### config.mk
export PLATFORM = sky130hd
export DESIGN_NAME = irq_aggregator
export DESIGN_NICKNAME = d
export VERILOG_FILES = /design/src/rtl/irq_agg_pkg.sv /design/src/rtl/irq_agg_regif.sv /design/src/rtl/irq_agg_pend.sv /design/src/rtl/irq_agg_ena.sv /design/src/rtl/irq_agg_arm.sv /design/src/rtl/irq_aggregator.sv
export SDC_FILE = /design/constraint.sdc
export NUM_CORES = 1
export LEC_CHECK = 0
export BUFFER_PORTS_ARGS = -buffer_cell sky130_fd_sc_hd__buf_2
export CAP_MARGIN = 20
export CORE_MARGIN = 4
export CORE_UTILIZATION = 45
export DETAILED_ROUTE_END_ITERATION = 12
export PLACE_DENSITY_LB_ADDON = 0.15
export SLEW_MARGIN = 0
export SYNTH_ARGS = -nofsm -noshare
export SYNTH_HDL_FRONTEND = slang
export SYNTH_SLANG_ARGS = --single-unit
### constraint.sdc
create_clock -name clk -period 1.34 [get_ports clk]
set_input_delay 0 -clock clk [delete_from_list [all_inputs] [get_ports clk]]
set_output_delay 0 -clock clk [all_outputs]
set_load 0.02 [all_outputs]
### src/rtl/irq_agg_pkg.sv
package irq_agg_pkg;

    localparam int unsigned DATA_W = 32;
    localparam int unsigned ADDR_W = 8;

    localparam logic [ADDR_W-1:0] OFS_IDENT   = 8'h00;
    localparam logic [ADDR_W-1:0] OFS_CTRL    = 8'h04;
    localparam logic [ADDR_W-1:0] OFS_STATUS  = 8'h08;
    localparam logic [ADDR_W-1:0] OFS_PEND    = 8'h20;
    localparam logic [ADDR_W-1:0] OFS_PSET    = 8'h24;
    localparam logic [ADDR_W-1:0] OFS_PCLR    = 8'h28;
    localparam logic [ADDR_W-1:0] OFS_ENA     = 8'h2C;
    localparam logic [ADDR_W-1:0] OFS_ESET    = 8'h30;
    localparam logic [ADDR_W-1:0] OFS_ECLR    = 8'h34;
    localparam logic [ADDR_W-1:0] OFS_ENPEND  = 8'h38;
    localparam logic [ADDR_W-1:0] OFS_EOI     = 8'h3C;

    // one-cycle write strobes decoded from the bus
    typedef struct packed {
        logic pend_set;
        logic pend_clr;
        logic ena_set;
        logic ena_clr;
        logic eoi;
        logic soft_rst;
    } wr_strobe_t;

    // contiguous run of ones of length n starting at bit lsb
    function automatic logic [DATA_W-1:0] field_mask(int unsigned lsb, int unsigned n);
        logic [DATA_W-1:0] m;
        m = '0;
        for (int unsigned i = 0; i < DATA_W; i++) begin
            if (i >= lsb && i < lsb + n) m[i] = 1'b1;
        end
        return m;
    endfunction

endpackage

### src/rtl/irq_agg_regif.sv
module irq_agg_regif
    import irq_agg_pkg::*;
#(
    parameter logic [DATA_W-1:0] REV_ID = 32'h0A65_0102
) (
    input  logic              bus_we,
    input  logic [ADDR_W-1:0] bus_addr,
    input  logic [DATA_W-1:0] bus_wdata,
    input  logic [DATA_W-1:0] pend_q,
    input  logic [DATA_W-1:0] ena_q,
    input  logic              irq_q,
    input  logic              armed_q,
    output wr_strobe_t        strb,
    output logic [DATA_W-1:0] rdata
);

    logic [DATA_W-1:0] enpend;
    assign enpend = pend_q & ena_q;

    always_comb begin
        strb          = '0;
        strb.pend_set = bus_we && (bus_addr == OFS_PSET);
        strb.pend_clr = bus_we && (bus_addr == OFS_PCLR);
        strb.ena_set  = bus_we && (bus_addr == OFS_ESET);
        strb.ena_clr  = bus_we && (bus_addr == OFS_ECLR);
        strb.eoi      = bus_we && (bus_addr == OFS_EOI);
        strb.soft_rst = bus_we && (bus_addr == OFS_CTRL) && bus_wdata[0];
    end

    always_comb begin
        case (bus_addr)
            OFS_IDENT:  rdata = REV_ID;
            OFS_STATUS: rdata = {{(DATA_W-2){1'b0}}, armed_q, irq_q};
            OFS_PEND:   rdata = pend_q;
            OFS_ENA:    rdata = ena_q;
            OFS_ENPEND: rdata = enpend;
            default:    rdata = '0;
        endcase
    end

endmodule

### src/rtl/irq_agg_pend.sv
module irq_agg_pend
    import irq_agg_pkg::*;
#(
    parameter logic [DATA_W-1:0] VALID = '1
) (
    input  logic              clk,
    input  logic              rst_n,
    input  wr_strobe_t        strb,
    input  logic [DATA_W-1:0] wdata,
    input  logic [DATA_W-1:0] evt_vec,
    output logic [DATA_W-1:0] pend_q
);

    typedef struct packed {
        logic [DATA_W-1:0] pend;
    } pend_state_t;

    pend_state_t st_d, st_q;

    always_comb begin
        logic [DATA_W-1:0] set_m, clr_m;
        set_m = strb.pend_set ? wdata : '0;
        clr_m = strb.pend_clr ? wdata : '0;
        st_d  = st_q;
        if (strb.soft_rst) begin
            st_d.pend = '0;
        end else begin
            // hardware events are OR-ed in after the clear so none is lost
            st_d.pend = (((st_q.pend | set_m) & ~clr_m) | evt_vec) & VALID;
        end
    end

    always_ff @(posedge clk or negedge rst_n) begin
        if (!rst_n) st_q <= '0;
        else        st_q <= st_d;
    end

    assign pend_q = st_q.pend;

endmodule

### src/rtl/irq_agg_ena.sv
module irq_agg_ena
    import irq_agg_pkg::*;
#(
    parameter logic [DATA_W-1:0] VALID = '1
) (
    input  logic              clk,
    input  logic              rst_n,
    input  wr_strobe_t        strb,
    input  logic [DATA_W-1:0] wdata,
    output logic [DATA_W-1:0] ena_q
);

    typedef struct packed {
        logic [DATA_W-1:0] ena;
    } ena_state_t;

    ena_state_t st_d, st_q;

    always_comb begin
        st_d = st_q;
        if (strb.soft_rst) begin
            st_d.ena = '0;
        end else if (strb.ena_set) begin
            st_d.ena = (st_q.ena | wdata) & VALID;
        end else if (strb.ena_clr) begin
            st_d.ena = st_q.ena & ~wdata;
        end
    end

    always_ff @(posedge clk or negedge rst_n) begin
        if (!rst_n) st_q <= '0;
        else        st_q <= st_d;
    end

    assign ena_q = st_q.ena;

endmodule

### src/rtl/irq_agg_arm.sv
module irq_agg_arm (
    input  logic clk,
    input  logic rst_n,
    input  logic any_enpend,
    input  logic eoi,
    output logic irq_q,
    output logic armed_q
);

    typedef struct packed {
        logic irq;
        logic armed;
    } arm_state_t;

    localparam arm_state_t ARM_RESET = '{irq: 1'b0, armed: 1'b1};

    arm_state_t st_d, st_q;

    always_comb begin
        st_d     = st_q;
        // the line may start only when armed and may hold while already high
        st_d.irq = any_enpend && (st_q.armed || st_q.irq);
        if (eoi)
            st_d.armed = 1'b1;
        else if (st_q.armed && any_enpend)
            st_d.armed = 1'b0;
    end

    always_ff @(posedge clk or negedge rst_n) begin
        if (!rst_n) st_q <= ARM_RESET;
        else        st_q <= st_d;
    end

    assign irq_q   = st_q.irq;
    assign armed_q = st_q.armed;

endmodule

### src/rtl/irq_aggregator.sv
module irq_aggregator
    import irq_agg_pkg::*;
#(
    parameter int unsigned       NUM_TX   = 5,
    parameter int unsigned       NUM_RX   = 4,
    parameter int unsigned       RX_BASE  = 8,
    parameter int unsigned       NUM_CORE = 9,
    parameter int unsigned       CORE_LSB = 16,
    parameter logic [DATA_W-1:0] REV_ID   = 32'h0A65_0102
) (
    input  logic                clk,
    input  logic                rst_n,
    input  logic [NUM_TX-1:0]   tx_evt,
    input  logic [NUM_RX-1:0]   rx_evt,
    input  logic [NUM_CORE-1:0] core_evt,
    input  logic                bus_we,
    input  logic [ADDR_W-1:0]   bus_addr,
    input  logic [DATA_W-1:0]   bus_wdata,
    output logic [DATA_W-1:0]   bus_rdata,
    output logic                irq_o
);

    // receive endpoint numbering starts at 1; slot RX_BASE belongs to endpoint 0
    localparam int unsigned RX_LSB = RX_BASE + 1;
    localparam logic [DATA_W-1:0] VALID =
        field_mask(0, NUM_TX) | field_mask(RX_LSB, NUM_RX) | field_mask(CORE_LSB, NUM_CORE);

    logic [DATA_W-1:0] evt_vec;
    logic [DATA_W-1:0] pend_q;
    logic [DATA_W-1:0] ena_q;
    logic              irq_q;
    logic              armed_q;
    wr_strobe_t        strb;

    always_comb begin
        evt_vec = '0;
        for (int unsigned t = 0; t < NUM_TX; t++)   evt_vec[t]            = tx_evt[t];
        for (int unsigned r = 0; r < NUM_RX; r++)   evt_vec[RX_LSB + r]   = rx_evt[r];
        for (int unsigned c = 0; c < NUM_CORE; c++) evt_vec[CORE_LSB + c] = core_evt[c];
    end

    irq_agg_regif #(.REV_ID(REV_ID)) u_regif (
        .bus_we    (bus_we),
        .bus_addr  (bus_addr),
        .bus_wdata (bus_wdata),
        .pend_q    (pend_q),
        .ena_q     (ena_q),
        .irq_q     (irq_q),
        .armed_q   (armed_q),
        .strb      (strb),
        .rdata     (bus_rdata)
    );

    irq_agg_pend #(.VALID(VALID)) u_pend (
        .clk     (clk),
        .rst_n   (rst_n),
        .strb    (strb),
        .wdata   (bus_wdata),
        .evt_vec (evt_vec),
        .pend_q  (pend_q)
    );

    irq_agg_ena #(.VALID(VALID)) u_ena (
        .clk    (clk),
        .rst_n  (rst_n),
        .strb   (strb),
        .wdata  (bus_wdata),
        .ena_q  (ena_q)
    );

    irq_agg_arm u_arm (
        .clk        (clk),
        .rst_n      (rst_n),
        .any_enpend (|(pend_q & ena_q)),
        .eoi        (strb.eoi),
        .irq_q      (irq_q),
        .armed_q    (armed_q)
    );

    assign irq_o = irq_q;

endmodule

==> results.sh <==
export IMPL_ant_nets=0
export IMPL_portBuffers=93
export IMPL_violations="setup timing"
export IMPL_drv_slew=0
export IMPL_ir_drop_mv=0.548
export IMPL_switching_share_pct=26.6
export IMPL_drv_cap=0
export IMPL_ys_seq_area_share_pct=41.2
export IMPL_die_w_um=91.9
export IMPL_critPathMaxStageDelay_ns=0.42
export IMPL_clk_pin_slew_ns=0.10
export IMPL_yosys_warnings=0
export IMPL_hp_class="in -> reg"
export IMPL_cts_tree="yes"
export IMPL_max_clock_freq_mhz=691
export IMPL_nets=591
export IMPL_grt_pass1_wl_um=19300
export IMPL_wl_um=12300
export IMPL_drive_above_1_share_pct=39.7
export IMPL_synth_ff_type="dfrtp_1"
export IMPL_critPathCaptureType="output pin"
export IMPL_clockRootBuffer="clkbuf_8"
export IMPL_critPathMostFrequentCell="buf_6"
export IMPL_crit_family="compound AO/OA/AOI/OAI gates"
export IMPL_seqCellArea_mm2=0.00130
export IMPL_p_clk_share_pct=31.6
export IMPL_syn_avg_cell_area_um2=9.65
export IMPL_drt_pre_antenna_iters=5
export IMPL_worst_setup_path_start_kind="flip-flop"
export IMPL_drc_errors=0
export IMPL_synth_cells=328
export IMPL_place_gp_congestion=0.869
export IMPL_fillers=429
export IMPL_cts_buffer_depth=2
export IMPL_crit_type="reg -> out"
export IMPL_vias=3696
export IMPL_syn2layout_area_growth_pct=66.8
export IMPL_cts_sinks=52
export IMPL_ys_ff_latch=52
export IMPL_antenna_cells=0
export IMPL_syn_area_mm2=0.00316
export IMPL_crit_required_ns=1.34
export IMPL_dieArea_mm2=0.00844
export IMPL_p_int_mw=2.57
export IMPL_pwr_share_seq_pct=49.3
export IMPL_clkLatencyLatePin_ns=0.31
export IMPL_synth_edf_count=0
export IMPL_rsz0062_at_grt="true"
export IMPL_cp_buffers_inverters=2
export IMPL_cts_buffers=5
export IMPL_grt_max_degree=53
export IMPL_synth_distinct_cells=42
export IMPL_antenna_found_initial=0
export IMPL_max_slew_worst_pin_slew_ns=0.317
export IMPL_syn_nets=389
export IMPL_p_switching_mw=0.932
export IMPL_setup_violations=14
export IMPL_finalWorstSetupSlack_ns=-0.108
export IMPL_drt_iter0_markers=226
export IMPL_slew_headroom_pct=78.8
export IMPL_dieHeight_um=91.9
export IMPL_hpwl_um=7470
export IMPL_crit_chain="buf_6 > a21o_1 > a221o_1 > buf_6"
export IMPL_multi_input_area_mm2=0.00173
export IMPL_core_area_mm2=0.00679
export IMPL_combPwrFrac_pct=19.2
export IMPL_routedWlPerCell_um=19.7
export IMPL_overflow=0
export IMPL_start_util_pct=46.6
export IMPL_cp_max_fo=2
export IMPL_grt_total_usage_pct=29.0
export IMPL_period_minus_slack_ns=1.45
export IMPL_viasPerCell=5.89
export IMPL_crit_slowest_cell="dfrtp_1"
export IMPL_fin_skew_ns=0.00649
export IMPL_first_global_vias=3731
export IMPL_hold_violations=0
export IMPL_min_period_over_period_pct=108
export IMPL_cts_max_level=2
export IMPL_rows=30
export IMPL_finalPower_mw=3.50
export IMPL_p_leak_nw=2.49
export IMPL_ios=94
export IMPL_cellPowerDensity_mw_per_mm2=663
export IMPL_status="finished with violations"
export IMPL_cp_arrival_ns=1.45
export IMPL_pre_cts_ws_ns=-0.182
export IMPL_async_flop_share_pct=100
power groups by stage:
| stage | sequential (mW) | combinational (mW) | clock, mW |
|---|---|---|---|
| 2_1_floorplan | 1.74 | 0.194 | 0 |
| 3_3_place_gp | 1.74 | 0.485 | 0 |
| 3_5_place_dp | 1.75 | 0.502 | 0 |
| 4_1_cts | 1.72 | 0.636 | 1.11 |
| 5_1_grt | 1.74 | 0.725 | 1.18 |
| 6_report | 1.73 | 0.671 | 1.10 |
cell type report:
cell class	count	area share, %
clock inverters	3	0.806
multi-input cells	231	32.8
well taps	96	2.28
clock buffers	5	1.30
repair buffers	224	37.0
flip-flops and latches	52	24.7
inverters	16	1.14
cell usage in the layout (no fill, tap or decap), types with 18 or more instances in the layout:
cell type	instances
a21o_1	37
a21oi_1	20
a22o_1	30
a41o_1	18
buf_2	58
buf_4	65
buf_6	40
dfrtp_1	51
dlygate4sd3_1	50
nand2_1	21
nand4_1	18
nor2_1	19
worst reg2reg max path, cell delays in order, from the launching register on:
cell	delay (ns)
dfrtp_1	0.42
buf_6	0.13
a22oi_2	0.18
nand2_2	0.09
nor4_2	0.21
buf_4	0.16
a32o_1	0.12
per-layer routing:
layer / global-route usage (%) / wire, µm / vias up
met5: 0 / 0 / -
met4: 11.8 / 429 / 0
met1: 36.0 / 4840 / 1796
met3: 4.35 / 878 / 37
met2: 50.5 / 6200 / 201
li1: - / - / 1662
logic make-up (layout without fill, tap and decap cells):
kind of cell           after synthesis  after routing  share of synthesized area [%]
AND/OR/NAND/NOR                     93             93                           17.8
AO/OA/AOI/OAI                      138            138                           34.2
buffers and inverters               45            248                           6.80
flip-flops                          52             52                           41.2
timing repair:
item	4_1_cts	5_1_grt
endpoints found under the setup margin	32	34
buffers inserted	12	4
hold buffers	50	0
cloned	3	0
gates resized for setup	62	39
endpoints found under the hold margin	101	0
pin swaps	12	12
synth_stat cells (4+ instances only):
cell | n | area, µm²
a22oi_1 | 9 | 67.6
buf_2 | 13 | 65.1
dfrtp_1 | 51 | 1280
a211oi_1 | 14 | 105
nor2_1 | 20 | 75.1
a21oi_1 | 20 | 100
a21o_1 | 37 | 278
a221o_1 | 4 | 40.0
a41o_1 | 18 | 180
nand4_1 | 18 | 113
nand2_1 | 22 | 82.6
inv_1 | 16 | 60.1
clkbuf_1 | 10 | 37.5
buf_4 | 4 | 30.0
a22o_1 | 30 | 263
and2_1 | 12 | 75.1
metrics by stage:
step | std cells | cell area, µm² | hold slack, ns | util (%) | TNS [ns]
floorplan | 328 | 3170 | -0.296 | - | 0
global placement | 553 | 4200 | 0.0143 | 61.8 | -3.20
detailed placement | 553 | 4200 | 0.0182 | 61.8 | -6.33
CTS | 625 | 5150 | 0.0131 | 75.7 | -1.05
global route | 627 | 5280 | 0.0193 | 77.7 | -2.60
finish | 627 | 5280 | 0.0210 | 77.7 | -0.548
state kept, by name, summed over array words and instances (netlist names):
| name | flops |
|---|---|
| u_arm.armed_q | 1 |
| u_arm.irq_q | 1 |
| u_ena.ena_q | 32 |
| u_pend.pend_q | 18 |
path summary, 6_finish.rpt:
kind,start,end,slack (ns),depth (start not counted)
setup reg to reg,u_pend.pend_q[22],u_arm.armed_q,-0.01,6
hold reg to reg,u_ena.ena_q[31],u_ena.ena_q[31],0.50,2
max in group asynchronous,rst_n,u_arm.armed_q,0.85,3
min in group asynchronous,rst_n,u_pend.pend_q[19],0.21,3
setup / recovery,u_pend.pend_q[22],bus_rdata[22],-0.11,4
hold / removal,bus_wdata[18],u_ena.ena_q[18],0.02,2
Note: power is estimated with default switching activity, not from simulation.
